**config.mk**
```make
export PLATFORM = sky130hd
export DESIGN_NAME = io_pacer
export DESIGN_NICKNAME = d
export VERILOG_FILES = /design/src/rtl/io_pacer_pkg.sv /design/src/rtl/pacer_interval.sv /design/src/rtl/pacer_seq.sv /design/src/rtl/pacer_irq.sv /design/src/rtl/io_pacer.sv
export SDC_FILE = /design/constraint.sdc
export NUM_CORES = 1
export LEC_CHECK = 0
export BUFFER_PORTS_ARGS = -buffer_cell sky130_fd_sc_hd__buf_2
export CELL_PAD_IN_SITES_DETAIL_PLACEMENT = 0
export CELL_PAD_IN_SITES_GLOBAL_PLACEMENT = 1
export CORE_MARGIN = 3
export CORE_UTILIZATION = 38
export CTS_CLUSTER_SIZE = 20
export DETAILED_ROUTE_END_ITERATION = 10
export PLACE_DENSITY = 0.77
export SYNTH_ARGS = -nofsm -noshare
export SYNTH_HDL_FRONTEND = slang
export SYNTH_SLANG_ARGS = --single-unit
export TNS_END_PERCENT = 20
```
**constraint.sdc**
```tcl
create_clock -name clk -period 2.1 [get_ports clk]
set_input_delay 0.42 -clock clk [delete_from_list [all_inputs] [get_ports clk]]
set_output_delay 0.42 -clock clk [all_outputs]
set_load 0.005 [all_outputs]
```
**src/rtl/io_pacer_pkg.sv**
```systemverilog
package io_pacer_pkg;
   typedef enum logic [1:0] {
      PORT_DATA  = 2'd0,
      PORT_CTRL  = 2'd1,
      PORT_BOOT  = 2'd2,
      PORT_OTHER = 2'd3
   } port_sel_e;
endpackage

```
**src/rtl/pacer_interval.sv**
```systemverilog
// Spacing counter: loads interval-1 on each data strobe, counts down to zero.
module pacer_interval #(
   parameter int CNT_W = 8
) (
   input  logic             clk,
   input  logic             rst_n,
   input  logic [CNT_W-1:0] cfg_interval,
   input  logic             data_go,
   output logic             spacing_done
);
   localparam logic [CNT_W-1:0] ZERO = '0;
   localparam logic [CNT_W-1:0] ONE  = {{(CNT_W-1){1'b0}}, 1'b1};

   logic [CNT_W-1:0] remain_q;
   logic [CNT_W-1:0] reload;

   assign reload       = (cfg_interval > ONE) ? cfg_interval - ONE : ZERO;
   assign spacing_done = (remain_q == ZERO);

   always_ff @(posedge clk or negedge rst_n) begin
      if (!rst_n)                remain_q <= ZERO;
      else if (data_go)          remain_q <= reload;
      else if (remain_q != ZERO) remain_q <= remain_q - ONE;
   end
endmodule

```
**src/rtl/pacer_seq.sv**
```systemverilog
// Tracks an open access sequence: opened by a control write, closed once the
// spacing interval has drained after at least one data strobe.
module pacer_seq (
   input  logic clk,
   input  logic rst_n,
   input  logic ctrl_wr,
   input  logic data_go,
   input  logic spacing_done,
   output logic seq_open
);
   logic open_q;
   logic data_seen_q;
   logic close_now;

   assign close_now = open_q && data_seen_q && spacing_done && !data_go;
   assign seq_open  = open_q;

   always_ff @(posedge clk or negedge rst_n) begin
      if (!rst_n) begin
         open_q      <= 1'b0;
         data_seen_q <= 1'b0;
      end else if (ctrl_wr) begin
         open_q      <= 1'b1;
         data_seen_q <= 1'b0;
      end else if (close_now) begin
         open_q      <= 1'b0;
         data_seen_q <= 1'b0;
      end else if (open_q && data_go) begin
         data_seen_q <= 1'b1;
      end
   end
endmodule

```
**src/rtl/pacer_irq.sv**
```systemverilog
// Boot-complete flag and interrupt mask; IRQ_REG picks a combinational or
// registered interrupt output.
module pacer_irq #(
   parameter bit IRQ_REG = 1'b0
) (
   input  logic clk,
   input  logic rst_n,
   input  logic boot_wr,
   input  logic boot_val,
   input  logic seq_open,
   input  logic vid_irq,
   output logic cpu_irq
);
   logic booted_q;
   logic pass;

   always_ff @(posedge clk or negedge rst_n) begin
      if (!rst_n)       booted_q <= 1'b0;
      else if (boot_wr) booted_q <= boot_val;
   end

   assign pass = vid_irq && booted_q && !seq_open;

   generate
      if (IRQ_REG) begin : g_reg_out
         logic irq_q;
         always_ff @(posedge clk or negedge rst_n) begin
            if (!rst_n) irq_q <= 1'b0;
            else        irq_q <= pass;
         end
         assign cpu_irq = irq_q;
      end else begin : g_comb_out
         assign cpu_irq = pass;
      end
   endgenerate
endmodule

```
**src/rtl/io_pacer.sv**
```systemverilog
module io_pacer #(
   parameter int CNT_W   = 8,
   parameter bit IRQ_REG = 1'b0
) (
   input  logic             clk,
   input  logic             rst_n,
   input  logic [CNT_W-1:0] cfg_interval,
   input  logic             io_req,
   input  logic [1:0]       io_port,
   input  logic             io_write,
   input  logic             io_wbit,
   output logic             cpu_wait,
   output logic             dev_data_stb,
   output logic             dev_ctrl_stb,
   input  logic             vid_irq,
   output logic             cpu_irq
);
   import io_pacer_pkg::*;

   generate
      if (CNT_W < 2 || CNT_W > 16) begin : g_bad_width
         $error("io_pacer: CNT_W must lie in 2..16");
      end
   endgenerate

   port_sel_e sel;
   logic      data_req;
   logic      spacing_done;
   logic      data_go;
   logic      ctrl_wr;
   logic      boot_wr;
   logic      seq_open;

   assign sel      = port_sel_e'(io_port);
   assign data_req = io_req && (sel == PORT_DATA);
   assign data_go  = data_req && spacing_done;
   assign ctrl_wr  = io_req && io_write && (sel == PORT_CTRL);
   assign boot_wr  = io_req && io_write && (sel == PORT_BOOT);

   assign cpu_wait     = data_req && !spacing_done;
   assign dev_data_stb = data_go;
   assign dev_ctrl_stb = io_req && (sel == PORT_CTRL);

   pacer_interval #(.CNT_W(CNT_W)) u_interval (
      .clk          (clk),
      .rst_n        (rst_n),
      .cfg_interval (cfg_interval),
      .data_go      (data_go),
      .spacing_done (spacing_done)
   );

   pacer_seq u_seq (
      .clk          (clk),
      .rst_n        (rst_n),
      .ctrl_wr      (ctrl_wr),
      .data_go      (data_go),
      .spacing_done (spacing_done),
      .seq_open     (seq_open)
   );

   pacer_irq #(.IRQ_REG(IRQ_REG)) u_irq (
      .clk      (clk),
      .rst_n    (rst_n),
      .boot_wr  (boot_wr),
      .boot_val (io_wbit),
      .seq_open (seq_open),
      .vid_irq  (vid_irq),
      .cpu_irq  (cpu_irq)
   );
endmodule

```
==> out/summary.txt, run 1 <==
register area share after synthesis - 34.6%
Syn Area/Cell - 9.82 µm²
final wirelength - 1740 µm
initial DRC count - 9
Routed wire per std cell - 13.4 µm
CP arrival - 1550 ps
unrepaired setup endpoints after global routing - false
vias in the first global route - 641
Die Area - 2680 µm²
Die Wd - 51.8 µm
CTS root buf - clkbuf_4
CP Capture Type - output pin
Final #Nets - 125
routed length on met1 - 890 µm
leading cell type in the layout, fill and taps excluded - buf_2
most frequent cells in the layout - buf_2 (19), dfrtp_1 (11), nor2_1 (8)
Diodes inserted - 0
core region area - 1860 µm²
H-tree depth - 1
# clock sinks - 11
chip height - 51.8 µm
Via density - 5.31
post-synthesis cell count - 81
first-pass GRT wire length - 2980 µm
Tot GR Track Use - 15.3%
Clock Skew - 11.5 ps
Cell Area, Synth - 796 µm²
Yosys warnings - 0
DRT antenna net count - 0
WHS - 6.47 ps
portion of netlist area occupied by mux cells - 3.93%
Placement Rows - 15
top sig layer - met4
routability cong. - 0.744
pwr dens - 448 nW/µm²
DRT Pass-1 Iters - 4
adder-cell share of the synthesized area - 4.72%
LEAKAGE - 0.403 nW
status - finished clean
I/O pin count - 20
simple-gate share of the synthesized area - 25.6%
fin crit period - 1970 ps
# Max-Cap Violations - 0
Area Overhead vs Synth - 20.4%
synthesized-area fraction occupied by xor and xnor cells - 8.81%
CTS tree - done
total congestion overflow - 0
fmax - 508 MHz
clk buf depth - 2
CTS buffer count - 3
Slew Limit Headroom - 67.9%
clk_lat worst skew - 270 ps
Post-Synthesis Net Count - 100
Max Slew Vio Count - 0
Worst Setup Path Type - flip-flop to output pin
Met3 Routed Length - 82 µm
fraction of layout cells with a size suffix above 1 - 34.3%
final setup fails - 0
largest net degree at the start of global routing - 12
register bit count reported by yosys - 11
Setup TNS - 0 ps
startpoint types - flip-flop
Clk pin slew, worst setup/hold paths - 80 ps
compound-gate portion of the synthesized area - 17.5%
Via Count - 690
maximum VDD drop - 0.224 mV
Worst EP required - 1680 ps
largest family of logic cells by synthesized area - simple AND/OR/NAND/NOR gates
Post-route DRC - 0
WL met2 - 741 µm
Hold WC Path Type - input port to async pin
I/O Buffers - 19
Unique masters post-synth - 32
post-DP HPWL - 1370 µm
crit path max fanout - 5
Worst Tran Pin Value - 477 ps
Period Utilization, post-route - 93.8%
Initial Util - 42.8%
final hold violation count - 0
initial antenna violation count - 0
per-stage QoR:
stage | utilization (%) | setup WS, ps | cells | power [mW] | area, µm²
2_1_floorplan | - | 394 | 81 | 0.253 | 796
3_3_place_gp | 49.6 | 183 | 125 | 0.285 | 921
3_5_place_dp | 49.6 | 143 | 125 | 0.285 | 921
4_1_cts | 51.1 | 46.9 | 129 | 0.431 | 950
5_1_grt | 51.6 | 16.0 | 130 | 0.453 | 958
6_report | 51.6 | 130 | 130 | 0.429 | 958
cell type report:
type | instances | area [µm²]
Clock buffer | 4 | 26.3
Sequential cell | 11 | 275
Fill cell | 177 | 900
Multi-Input combinational cell | 62 | 485
Timing Repair Buffer | 22 | 118
Tap cell | 25 | 31.3
Inverter | 6 | 22.5
state kept, by name (all words and copies together), names as in the netlist:
register and cells:
u_seq.seq_open 1, u_interval.remain_q 8, u_irq.booted_q 1, u_seq.data_seen_q 1
logic make-up after synthesis:
family	count (synthesis)
adders and majority gates	3
xor gates and xnor gates	8
buffers and inverters	8
and+or+nand+nor	34
muxes	3
AOI/OAI and AO/OA	14
DFF	11
layer usage:
metal / GRT usage, % / vias to the layer above
li1: - / 343
met1: 21.7 / 317
met2: 21.8 / 28
met3: 2.01 / 2
met4: 9.17 / 0
met5: 0 / -
critical path, stage by stage (launching register included):
cell and delay, ps:
dfrtp_1 380, inv_1 50, ha_1 210, nor2b_2 180, and3_2 250, nor2_1 100, buf_2 110
final timing paths:
path                                         from                     end  slack, ps  cells past startpoint
setup / recovery           u_interval.remain_q[0]                cpu_wait        130                      6
hold / removal                              rst_n  u_interval.remain_q[0]          6                      1
setup reg to reg           u_interval.remain_q[0]  u_interval.remain_q[4]        220                      6
hold reg to reg                    u_irq.booted_q          u_irq.booted_q        510                      1
max in group asynchronous                   rst_n  u_interval.remain_q[2]       1870                      1
min in group clk                       io_port[0]       u_seq.data_seen_q        370                      2
Yosys cell counts (all sizes together):
library cell | count | share of area, %
a211o | 1 | 1.1
inv | 6 | 2.8
nand3 | 4 | 3.1
ha | 3 | 4.7
xnor2 | 6 | 6.6
nand2b | 3 | 2.4
nor4 | 4 | 5.0
nand2 | 3 | 1.4
dfrtp | 11 | 35
xor2 | 2 | 2.2
and2 | 1 | 0.79
nor2 | 8 | 3.8
mux2i | 2 | 2.5
or4 | 1 | 0.94
or3 | 2 | 1.6
and3 | 1 | 0.79
o22ai | 2 | 3.1
mux2 | 1 | 1.4
o221ai | 4 | 7.5
buf | 2 | 2.0
nor3b | 2 | 1.9
a21oi | 1 | 0.63
nor2b | 2 | 1.6
nand4b | 1 | 1.1
a22o | 2 | 2.2
nor3 | 2 | 1.3
o21ai | 3 | 1.9
a211oi | 1 | 0.94
what timing repair did:
action | CTS | global route
cloned | 0 | 0
setup endpoints to repair | 1 | 1
pin swaps | 0 | 1
hold buffers | 0 | 0
gates resized for setup | 1 | 1
setup buffers | 0 | 1
report_power, final:
group          switching [mW]  leakage [nW]  internal (mW)
clock                  0.0751        0.0150         0.0735
combinational          0.0302         0.266         0.0286
sequential            0.00387         0.122          0.218
No activity file was read; power rests on OpenSTA's default activity.
==> run 2: changes to the inputs <==
--- a/config.mk
+++ b/config.mk
@@ -12,6 +12,7 @@
 export CORE_UTILIZATION = 38
 export CTS_CLUSTER_SIZE = 20
 export DETAILED_ROUTE_END_ITERATION = 10
+export HOLD_SLACK_MARGIN = 0.03
 export PLACE_DENSITY = 0.77
 export SYNTH_ARGS = -nofsm -noshare
 export SYNTH_HDL_FRONTEND = slang
==> out/summary.txt, run 2 (synthesized netlist as in run 1, its figures left out) <==
status - finished clean (unchanged)
DRT Pass-1 Iters - 4 (unchanged)
Worst EP required - 1680 ps (about the same)
Setup TNS - 0 ps (unchanged)
Period Utilization, post-route - 93.8% (unchanged)
final wirelength - 1750 µm (was 1740 µm)
fin crit period - 1970 ps (unchanged)
leading cell type in the layout, fill and taps excluded - buf_2 (unchanged)
CTS root buf - clkbuf_4 (unchanged)
WHS - 372 ps (was 6.47 ps)
H-tree depth - 1 (unchanged)
fmax - 508 MHz (unchanged)
Hold WC Path Type - input port to flip-flop (was input port to async pin)
Worst Setup Path Type - flip-flop to output pin (unchanged)
startpoint types - flip-flop (unchanged)
Diodes inserted - 0 (unchanged)
Crit path max-delay family - simple AND/OR/NAND/NOR gates (unchanged)
chip height - 51.8 µm (unchanged)
Comb pwr share - 14.0% (was 13.7%)
post-route worst setup slack - 130 ps (unchanged)
Post-route DRC - 0 (unchanged)
vias in the first global route - 646 (was 641)
initial antenna violation count - 0 (unchanged)
CTS buffer count - 3 (unchanged)
I/O Buffers - 19 (unchanged)
Critical Path Slowest Stage Cell - dfrtp_1 (unchanged)
placed cells - 125 (unchanged)
Final #Nets - 126 (was 125)
maximum VDD drop - 0.225 mV (was 0.224 mV)
fraction of layout cells with a size suffix above 1 - 34.0% (was 34.3%)
Clk network pwr share - 34.5% (was 34.6%)
CP Capture Type - output pin (unchanged)
Non-Filler Instances - 131 (was 130)
P_int - 0.321 mW (was 0.320 mW)
most frequent cells in the layout - buf_2 (19), dfrtp_1 (11), nor2_1 (8) (unchanged)
Cell Chain, Critical Path - inv_1 > ha_1 > nor2b_2 > and3_2 > nor2_1 > buf_2 (unchanged)
worst path bufs/invs - 2 (unchanged)
CP arrival - 1550 ps (about the same)
first-pass GRT wire length - 3010 µm (was 2980 µm)
Die Wd - 51.8 µm (unchanged)
Max Slew Vio Count - 0 (unchanged)
clk_lat worst skew - 270 ps (about the same)
CTS tree - done (unchanged)
Flop pwr share - 51.5% (was 51.7%)
Via density - 5.28 (was 5.31)
switching share of power - 25.4% (about the same)
DRT antenna net count - 0 (unchanged)
initial DRC count - 9 (unchanged)
LEAKAGE - 0.407 nW (was 0.403 nW)
total congestion overflow - 0 (unchanged)
# fillers - 176 (was 177)
Via Count - 692 (was 690)
core region area - 1860 µm² (unchanged)
Psw - 0.109 mW (about the same)
Placed Area - 921 µm² (unchanged)
crit path max fanout - 5 (unchanged)
Max stage delay on crit path - 380 ps (about the same)
I/O pin count - 20 (unchanged)
Initial Util - 42.8% (unchanged)
max reg flops - 8 (unchanged)
DP Worst Slack - 143 ps (unchanged)
routability cong. - 0.744 (unchanged)
Routed wire per std cell - 13.3 µm (was 13.4 µm)
# clock sinks - 11 (unchanged)
Finished Core Util - 52.1% (was 51.6%)
pwr dens - 445 nW/µm² (was 448 nW/µm²)
final setup fails - 0 (unchanged)
Die Area - 2680 µm² (unchanged)
post-DP HPWL - 1370 µm (unchanged)
# Max-Cap Violations - 0 (unchanged)
Largest Register - u_interval.remain_q (unchanged)
clk buf depth - 2 (unchanged)
Clock Skew - 11.5 ps (unchanged)
Area Overhead vs Synth - 21.7% (was 20.4%)
Placement Rows - 15 (unchanged)
largest net degree at the start of global routing - 12 (unchanged)
R2R Setup Slk - 220 ps (about the same)
Slew Limit Headroom - 67.9% (unchanged)
Tot GR Track Use - 15.4% (was 15.3%)
Worst Tran Pin Value - 477 ps (unchanged)
unrepaired setup endpoints after global routing - false (unchanged)
Clk pin slew, worst setup/hold paths - 80 ps (about the same)
Power Total - 0.431 mW (was 0.429 mW)
final hold violation count - 0 (unchanged)
Final Cell Area - 968 µm² (was 958 µm²)
-- run 2: cell type report --
type | instances | area, µm² | area share [%]
flip-flops and latches | 11 | 275 | 28.4
inverters | 6 | 22.5 | 2.33
clock buffers | 4 | 26.3 | 2.71
multi-input cells | 62 | 485 | 50.1
repair buffers | 23 | 128 | 13.2
well taps | 25 | 31.3 | 3.23
-- run 2: repair_timing --
item / 4_1_cts / 5_1_grt
gates resized for setup: 1 / 1
buffers inserted: 0 / 1
pin swaps: 0 / 1
hold buffers: 1 / 0
hold endpoints to repair: 11 / 0
endpoints found under the setup margin: 1 / 1
-- run 2: worst paths after layout --
path,start,endpoint,cells past startpoint
setup / recovery,u_interval.remain_q[0],cpu_wait,6
hold / removal,io_port[0],u_seq.data_seen_q,2
setup reg to reg,u_interval.remain_q[0],u_interval.remain_q[4],6
hold reg to reg,u_irq.booted_q,u_irq.booted_q,1
max in group asynchronous,rst_n,u_interval.remain_q[2],2
min in group asynchronous,rst_n,u_interval.remain_q[0],2
-- run 2: worst reg2reg max path, stage by stage, from the launching register on --
cell and delay (ps):
dfrtp_1 400, inv_1 60, ha_1 170, nor2b_2 210, nand3_2 130, or3_1 580
o221ai_2 240
-- run 2: metal layers --
layer  share of wire (%)  global-route usage [%]  vias to the layer above
li1                    -                       -                      345
met1                  51                    22.1                      317
met2                  42                    21.8                       28
met3                 4.7                    2.01                        2
met4                 1.5                    9.17                        0
met5                   0                       0                        -
-- run 2: power groups by stage --
stage | clock [mW] | combinational, mW | sequential (mW)
global placement | 0 | 0.0591 | 0.226
global route | 0.165 | 0.0680 | 0.222
CTS | 0.150 | 0.0609 | 0.222
finish | 0.149 | 0.0602 | 0.222
floorplan | 0 | 0.0276 | 0.225
detailed placement | 0 | 0.0590 | 0.226
==> run 3: changes to the inputs <==
--- a/config.mk
+++ b/config.mk
@@ -9,11 +9,11 @@
 export CELL_PAD_IN_SITES_DETAIL_PLACEMENT = 0
 export CELL_PAD_IN_SITES_GLOBAL_PLACEMENT = 1
 export CORE_MARGIN = 3
-export CORE_UTILIZATION = 38
+export CORE_UTILIZATION = 41
 export CTS_CLUSTER_SIZE = 20
 export DETAILED_ROUTE_END_ITERATION = 10
 export HOLD_SLACK_MARGIN = 0.03
-export PLACE_DENSITY = 0.77
+export PLACE_DENSITY = 0.82
 export SYNTH_ARGS = -nofsm -noshare
 export SYNTH_HDL_FRONTEND = slang
 export SYNTH_SLANG_ARGS = --single-unit
==> constraint.sdc (replaced) <==
create_clock -name clk -period 2.3 [get_ports clk]
set_input_delay 0.46 -clock clk [delete_from_list [all_inputs] [get_ports clk]]
set_output_delay 0.46 -clock clk [all_outputs]
set_load 0.005 [all_outputs]
==> out/summary.txt, run 3 (synthesized netlist as in run 1, its figures left out) <==
Post-route DRC - 0 (unchanged)
final setup fails - 0 (unchanged)
Storage cell area - 275 µm² (unchanged)
Worst EP required - 1840 ps (was 1680 ps)
WHS - 50.2 ps (was 372 ps)
H-tree depth - 1 (unchanged)
placed cells - 124 (was 125)
startpoint types - flip-flop (unchanged)
LEAKAGE - 0.394 nW (was 0.407 nW)
CP Capture Type - output pin (unchanged)
Via Count - 671 (was 692)
Via density - 5.24 (was 5.28)
Diodes inserted - 0 (unchanged)
met3 track demand over resource - 2.11% (was 2.01%)
Power Total - 0.384 mW (was 0.431 mW)
initial antenna violation count - 0 (unchanged)
fraction of layout cells with a size suffix above 1 - 31.1% (was 34.0%)
fin crit period - 2120 ps
final wirelength - 1590 µm (was 1750 µm)
Crit path max-delay family - simple AND/OR/NAND/NOR gates (unchanged)
initial DRC count - 17 (was 9)
chip height - 50.1 µm (was 51.8 µm)
vias in the first global route - 634 (was 646)
maximum VDD drop - 0.219 mV (was 0.225 mV)
Worst Tran Pin Value - 438 ps (was 477 ps)
leading cell type in the layout, fill and taps excluded - buf_2 (unchanged)
CTS root buf - clkbuf_4 (unchanged)
Critical Path Slowest Stage Cell - dfrtp_1 (unchanged)
DRT Pass-1 Iters - 4 (unchanged)
status - finished clean (unchanged)
first-pass GRT wire length - 2820 µm (was 3010 µm)
crit path max fanout - 5 (unchanged)
fmax - 473 MHz
core region area - 1780 µm² (was 1860 µm²)
Max Slew Vio Count - 0 (unchanged)
Clock Skew - 6.32 ps (was 11.5 ps)
GRT busiest layer - met2 (was met1)
CTS tree - done (unchanged)
Hold WC Path Type - input port to async pin (was input port to flip-flop)
Max stage delay on crit path - 420 ps (was 380 ps)
I/O pin count - 20 (unchanged)
pwr dens - 409 nW/µm² (was 445 nW/µm²)
Slew Limit Headroom - 70.6% (was 67.9%)
Placement Rows - 15 (unchanged)
largest net degree at the start of global routing - 12 (unchanged)
Routed wire per std cell - 12.4 µm (was 13.3 µm)
most frequent cells in the layout - buf_2 (19), dfrtp_1 (11), nor2_1 (8) (unchanged)
Area Overhead vs Synth - 18.1% (was 21.7%)
Gates resized, CTS repair - 0 (was 1)
Non-Filler Instances - 128 (was 131)
worst path bufs/invs - 2 (unchanged)
final hold violation count - 0 (unchanged)
# clock sinks - 11 (unchanged)
Clk pin slew, worst setup/hold paths - 70 ps (was 80 ps)
total congestion overflow - 0 (unchanged)
Worst Setup Path Type - flip-flop to output pin (unchanged)
unrepaired setup endpoints after global routing - false (unchanged)
R2R Path Start - u_interval.remain_q[0] (unchanged)
clk_lat worst skew - 260 ps (was 270 ps)
Cell Chain, Critical Path - inv_1 > ha_1 > nor2b_1 > and3_1 > nor2_1 > buf_2 (was inv_1 > ha_1 > nor2b_2 > and3_2 > nor2_1 > buf_2)
Final #Nets - 123 (was 126)
# fillers - 170 (was 176)
Die Wd - 50.1 µm (was 51.8 µm)
I/O Buffers - 19 (unchanged)
Period Utilization, post-route - 92.0%
clk buf depth - 2 (unchanged)
Tot GR Track Use - 14.6% (was 15.4%)
CTS buffer count - 3 (unchanged)
Setup TNS - 0 ps (unchanged)
launch point of the critical path - u_interval.remain_q[0] (unchanged)
max reg flops - 8 (unchanged)
M1 GR Usage - 18.4% (was 22.1%)
Post-CTS Repair Setup Buffers - 0 (unchanged)
Initial Util - 44.6% (was 42.8%)
# Max-Cap Violations - 0 (unchanged)
area of the multi-input gates - 482 µm² (was 485 µm²)
routability cong. - 0.791 (was 0.744)
hold-fix buffers at CTS - 0 (was 1)
Largest Register - u_interval.remain_q (unchanged)
DRT antenna net count - 0 (unchanged)
met2 Use GR - 25.0% (was 21.8%)
Die Area - 2510 µm² (was 2680 µm²)
post-DP HPWL - 1320 µm (was 1370 µm)
CP arrival - 1660 ps (was 1550 ps)
run 3: cell count changes in the layout (fill, tap and decap cells not counted):
cell	before	now
and3_1	0	1
buf_4	3	1
dlygate4sd3_1	1	0
nor2b_1	1	2
nor2b_2	1	0
and3_2	1	0
run 3: area by class of cell:
cell class              instances  share of cell area, %
inverters                       6                   2.40
well taps                      25                   3.33
multi-input cells              62                   51.3
clock buffers                   4                   2.80
repair buffers                 20                   10.9
flip-flops and latches         11                   29.3
run 3: report_power, final:
part | internal (mW) | switching [mW]
clock network | 0.0670 | 0.0629
registers | 0.199 | 0.00344
logic | 0.0252 | 0.0269
total | 0.291 | 0.0933
run 3: final timing paths:
check / endpoint / slack (ps) / cells past startpoint
max reg2reg: u_interval.remain_q[4] / 360 / 6
min: u_interval.remain_q[5] / 50 / 1
max: cpu_wait / 180 / 6
min in group clk: u_seq.data_seen_q / 400 / 2
max in group asynchronous: u_interval.remain_q[3] / 2040 / 1
min reg2reg: u_irq.booted_q / 510 / 1
run 3: through the flow:
step / util, % / setup slack, ps / area (µm²)
2_1_floorplan: - / 554 / 796
3_3_place_gp: 51.2 / 350 / 913
3_5_place_dp: 51.2 / 275 / 913
4_1_cts: 52.7 / 186 / 940
5_1_grt: 52.7 / 19.7 / 940
6_report: 52.7 / 184 / 940
run 3: worst reg2reg max path: stages, from the launching register on:
cell,delay (ps)
dfrtp_1,420
inv_1,70
ha_1,170
nor2b_1,230
nand3_2,130
or3_1,580
o221ai_2,240
run 3: metal layers:
layer / routed length (µm) / part of all wire (%) / vias up
met5: 0 / 0 / -
met4: 14 / 0.88 / 0
met3: 79 / 5.0 / 2
met2: 759 / 48 / 18
met1: 738 / 46 / 314
li1: - / - / 337
